===== config.mk =====
export PLATFORM = sky130hd
export DESIGN_NAME = timer_frame_acl
export DESIGN_NICKNAME = d
export VERILOG_FILES = /design/src/rtl/tfac_pkg.sv /design/src/rtl/tfac_addr_dec.sv /design/src/rtl/tfac_perm_reg.sv /design/src/rtl/tfac_rd_mux.sv /design/src/rtl/timer_frame_acl.sv
export SDC_FILE = /design/constraint.sdc
export NUM_CORES = 1
export LEC_CHECK = 0
export BUFFER_PORTS_ARGS = -buffer_cell sky130_fd_sc_hd__buf_2
export CORE_ASPECT_RATIO = 2
export CORE_MARGIN = 3
export CORE_UTILIZATION = 44
export DETAILED_ROUTE_END_ITERATION = 6
export PLACE_DENSITY = 0.85
export SETUP_SLACK_MARGIN = 0.3
export SYNTH_ARGS = -nofsm -noshare
export SYNTH_HDL_FRONTEND = slang
export SYNTH_SLANG_ARGS = --single-unit

===== constraint.sdc =====
create_clock -name clk -period 2 [get_ports clk]
set_clock_uncertainty 0.1 [all_clocks]
set_input_delay 0.1 -clock clk [delete_from_list [all_inputs] [get_ports clk]]
set_output_delay 0.1 -clock clk [all_outputs]
set_load 0.02 [all_outputs]

===== src/rtl/tfac_pkg.sv =====
package tfac_pkg;

  localparam int DATA_W       = 32;
  localparam int PERM_W       = 6;
  localparam int ID_OFFSET    = 8;
  localparam int ACR_BASE     = 64;
  localparam int ID_FIELD_W   = 4;
  localparam int ID_VIRT_POS  = 1;

  localparam int P_PHYS_CNT_RD = 0;
  localparam int P_VIRT_CNT_RD = 1;
  localparam int P_FREQ_RD     = 2;
  localparam int P_VOFF_RD     = 3;
  localparam int P_VIRT_TMR_WR = 4;
  localparam int P_PHYS_TMR_WR = 5;

  typedef logic [PERM_W-1:0] perm_t;

  localparam perm_t PERM_PHYS_ONLY = perm_t'((1 << P_PHYS_CNT_RD) |
                                             (1 << P_FREQ_RD)     |
                                             (1 << P_PHYS_TMR_WR));
  localparam perm_t PERM_ALL       = '1;

  function automatic perm_t support_mask(input logic has_virt);
    return has_virt ? PERM_ALL : PERM_PHYS_ONLY;
  endfunction

  function automatic logic [DATA_W-1:0] build_id(input logic [7:0] cap, input int nf);
    logic [DATA_W-1:0] w;
    w = '0;
    for (int n = 0; n < 8; n++) begin
      if (n < nf) w[n*ID_FIELD_W + ID_VIRT_POS] = cap[n];
    end
    return w;
  endfunction

endpackage


===== src/rtl/tfac_addr_dec.sv =====
module tfac_addr_dec #(
  parameter int NUM_FRAMES = 8,
  parameter int ADDR_W     = 8,
  parameter int IDX_W      = 3
) (
  input  logic [ADDR_W-1:0] addr,
  output logic              id_hit,
  output logic              fr_hit,
  output logic [IDX_W-1:0]  fr_idx
);
  localparam int SLOT_W = ADDR_W - 2;
  localparam logic [ADDR_W-1:0] ID_ADDR  = ADDR_W'(tfac_pkg::ID_OFFSET);
  localparam logic [ADDR_W-1:0] ACR_ADDR = ADDR_W'(tfac_pkg::ACR_BASE);
  localparam logic [SLOT_W-1:0] NF_SLOT  = SLOT_W'(NUM_FRAMES);

  logic [ADDR_W-1:0] off;

  always_comb begin
    off    = addr - ACR_ADDR;
    id_hit = (addr == ID_ADDR);
    fr_hit = (addr >= ACR_ADDR) && (off[1:0] == 2'b00) &&
             (off[ADDR_W-1:2] < NF_SLOT);
    fr_idx = off[IDX_W+1:2];
  end

endmodule


===== src/rtl/tfac_perm_reg.sv =====
module tfac_perm_reg #(
  parameter logic [5:0] SUPPORT = 6'h3F
) (
  input  logic       clk,
  input  logic       rst,
  input  logic       wr_en,
  input  logic [5:0] wdata,
  output logic [5:0] q
);
  for (genvar b = 0; b < 6; b++) begin : g_bit
    if (SUPPORT[b]) begin : g_flop
      always_ff @(posedge clk) begin
        if (rst)        q[b] <= 1'b0;
        else if (wr_en) q[b] <= wdata[b];
      end
    end else begin : g_tie
      assign q[b] = 1'b0;
    end
  end

endmodule


===== src/rtl/tfac_rd_mux.sv =====
module tfac_rd_mux #(
  parameter int NUM_FRAMES = 8,
  parameter int IDX_W      = 3
) (
  input  logic                         clk,
  input  logic                         rst,
  input  logic                         id_hit,
  input  logic                         fr_hit,
  input  logic [IDX_W-1:0]             fr_idx,
  input  logic [31:0]                  id_word,
  input  logic [NUM_FRAMES-1:0][5:0]   perm,
  output logic [31:0]                  rdata
);
  logic [5:0]  sel_perm;
  logic [31:0] nxt;

  always_comb begin
    sel_perm = '0;
    for (int n = 0; n < NUM_FRAMES; n++) begin
      if (fr_idx == IDX_W'(n)) sel_perm = perm[n];
    end
    if (id_hit)      nxt = id_word;
    else if (fr_hit) nxt = {26'b0, sel_perm};
    else             nxt = '0;
  end

  always_ff @(posedge clk) begin
    if (rst) rdata <= '0;
    else     rdata <= nxt;
  end

endmodule


===== src/rtl/timer_frame_acl.sv =====
module timer_frame_acl #(
  parameter int         NUM_FRAMES = 8,
  parameter int         ADDR_W     = 8,
  parameter logic [7:0] VIRT_CAP   = 8'hA6
) (
  input  logic                     clk,
  input  logic                     rst,
  input  logic [ADDR_W-1:0]        bus_addr,
  input  logic                     bus_we,
  input  logic [31:0]              bus_wdata,
  output logic [31:0]              bus_rdata,
  output logic [NUM_FRAMES*6-1:0]  perm_o
);
  localparam int IDX_W = (NUM_FRAMES > 1) ? $clog2(NUM_FRAMES) : 1;
  localparam logic [31:0] ID_WORD = tfac_pkg::build_id(VIRT_CAP, NUM_FRAMES);

  logic                       id_hit;
  logic                       fr_hit;
  logic [IDX_W-1:0]           fr_idx;
  logic [NUM_FRAMES-1:0][5:0] perm_q;
  logic                       unused_wdata_hi;

  assign unused_wdata_hi = ^bus_wdata[31:6];

  tfac_addr_dec #(
    .NUM_FRAMES (NUM_FRAMES),
    .ADDR_W     (ADDR_W),
    .IDX_W      (IDX_W)
  ) i_dec (
    .addr   (bus_addr),
    .id_hit (id_hit),
    .fr_hit (fr_hit),
    .fr_idx (fr_idx)
  );

  for (genvar g = 0; g < NUM_FRAMES; g++) begin : g_frame
    logic wr_en;
    assign wr_en = bus_we && fr_hit && (fr_idx == IDX_W'(g));
    tfac_perm_reg #(
      .SUPPORT (tfac_pkg::support_mask(VIRT_CAP[g]))
    ) i_reg (
      .clk   (clk),
      .rst   (rst),
      .wr_en (wr_en),
      .wdata (bus_wdata[5:0]),
      .q     (perm_q[g])
    );
  end

  tfac_rd_mux #(
    .NUM_FRAMES (NUM_FRAMES),
    .IDX_W      (IDX_W)
  ) i_rd (
    .clk     (clk),
    .rst     (rst),
    .id_hit  (id_hit),
    .fr_hit  (fr_hit),
    .fr_idx  (fr_idx),
    .id_word (ID_WORD),
    .perm    (perm_q),
    .rdata   (bus_rdata)
  );

  assign perm_o = perm_q;

endmodule


==> results.toml <==
[status]
status = "finished, final reports clean"

[power]
peakVddDrop_mv = 0.375
power_density_nw_per_um2 = 607
p_leak_nw = 1.16
power.total_mw = 1.56

[floorplan]
die_area_sq_um = 5980
core_sq_um = 4860
placementRows = 36
die_h_um = 106
ios = 123
start_util = 0.456
die_w_um = 56.2

[drt]
drtAntennaViolNets = 0
routed_wl_mm = 4.93
drtIter0Drc = 30
first_pass_iters = 4
drc = 0
post_drt_wl_per_cell_um = 14.6
vias = 1697
vias_per_cell = 5.04

[sta]
period_share = 0.801
fin_crit_ps = 1600
worstMarginPinSlew_ps = 672
rsz0062_at_grt = "no"
setup_violations = 0
clock.fmax_ghz = 0.624
slew_violations = 0
maxSlewHeadroom = 0.552
tns_ps = 0
hold_viol = 0

[synthesis]
synth-seq-cells = 43
yosys_warnings = 0
synth_edf_count = 0
syn_area_sq_um = 2220
avgSynthCellArea_sq_um = 10.2
syn_inst = 217
ys.flop_type = "dfxtp_1"
ys_types = 28
synth.yosys.seq_area_share = 0.388
synthArstFlopShare = 0

[clock_network]
cts_buffers = 5
cts.clk_slew.worst_paths_ps = 80
clock-root-buffer = "clkbuf_8"
htree_levels = 2
cts_tree = "yes"
clk_latency_ps = 300
clockBufferDepth = 2
cts_sinks = 43

[layout]
layout_commonest_cell = "buf_2"
area.growth.synth_to_final_pct = 15.9
fin_nets = 322
final_cell_mix = "buf_2 (61), dfxtp_1 (43), nor2_1 (42)"
drive_gt1_frac = 0.329
antenna_cells = 0

[grt]
first_global_vias = 1591
track_usage = 0.164
grt_pass1_wl_mm = 7.71
antenna_found_initial = 0
gr-total-overflow = 0
grt_start_max_net_pins = 39

[worst_setup_path]
worstPathArrival_ps = 1670
path_max_fanout = 6
critical_path_class = "input pin to flop"
required_ps = 2060
start_kind = "input pin"
cp-end-kind = "flop"

[placement]
portBuffers = 61
dp_hpwl_mm = 3.69
routabilityCongestion = 0.851

[hold_path]
hp-class = "input pin to flop"

[job]
cap_viol_max_count = 0
-- power breakdown --
part           leakage [nW]  switching, mW  internal [mW]
registers             0.346       0.000744          0.856
clock network        0.0422          0.291          0.245
logic                 0.775          0.131         0.0356
-- timing repair --
item	in CTS	in global routing
setup endpoints to repair	0	7
hold buffers	2	0
buffers inserted	0	0
hold endpoints to repair	4	0
resized for setup	0	2
-- cell usage after synthesis, types with 3 or more instances --
master / count / area (sq um)
buf_4: 37 / 278
a22oi_1: 3 / 22.5
nand2b_1: 3 / 18.8
mux4_2: 4 / 90.1
o22a_1: 3 / 26.3
buf_2: 3 / 15.0
nor3_4: 6 / 97.6
clkbuf_1: 8 / 30.0
nor2b_1: 3 / 18.8
dfxtp_1: 43 / 861
mux2i_1: 41 / 410
nor2_1: 42 / 158
nand2_1: 3 / 11.3
-- flip-flops by register name, indices dropped and copies added, names as in the netlist --
register	count
g_frame.i_reg.q	36
i_rd.rdata	7
-- worst paths after layout --
check	start	end	slack (ps)	cells after the start
hold reg to reg	g_frame[7].i_reg.q[5]$_SDFFE_PP0P_	g_frame[7].i_reg.q[5]$_SDFFE_PP0P_	430	2
setup / recovery	bus_addr[6]	g_frame[7].i_reg.q[3]$_SDFFE_PP0P_	400	7
setup reg to reg	g_frame[1].i_reg.q[5]$_SDFFE_PP0P_	i_rd.rdata[5]$_SDFF_PP0_	670	4
hold / removal	bus_wdata[4]	g_frame[1].i_reg.q[4]$_SDFFE_PP0P_	6	3
-- routing by layer --
layer | GRT usage | routed length (um) | vias to the layer above | part of all wire
met4 | 0.0781 | 119 | 0 | 0.024
met5 | 0 | 0 | - | 0
li1 | - | - | 797 | -
met1 | 0.173 | 1730 | 811 | 0.35
met3 | 0.0316 | 311 | 12 | 0.063
met2 | 0.304 | 2770 | 77 | 0.56
-- critical path, cell delays in order --
cell and delay [ps]:
dlygate4sd3_1 520, buf_2 200, nand3_4 170, nor3_4 210, buf_4 190, mux2i_1 210, nor2_1 60
-- layout make-up --
class,instances,area (sq um)
Timing Repair Buffer,71,398
Clock buffer,7,76.3
Multi-Input combinational cell,158,1160
Clock inverter,1,5.00
Sequential cell,43,861
Tap cell,57,71.3
Fill cell,451,2290
-- through the flow --
stage / hold WS [ps] / instance area (sq um) / std cells / setup WS [ps] / util
after floorplan: 78.7 / 2350 / 251 / 374 / -
after global placement: 272 / 2450 / 327 / 220 / 0.504
after detailed placement: 282 / 2450 / 327 / 157 / 0.504
after CTS: 6.08 / 2550 / 337 / 337 / 0.525
after global routing: 28.2 / 2570 / 337 / 335 / 0.529
final: 6.49 / 2570 / 337 / 398 / 0.529
-- logic make-up (layout without fill, tap and decap cells) --
logic type      after synthesis  after routing  synth area share
other cells                   1             35           0.00169
mux                          47             47             0.236
simple gates                 65             65             0.180
compound gates               11             11            0.0400
flops                        43             43             0.388
buf+inv                      50             79             0.154
Power figures use the tool's default switching activity.
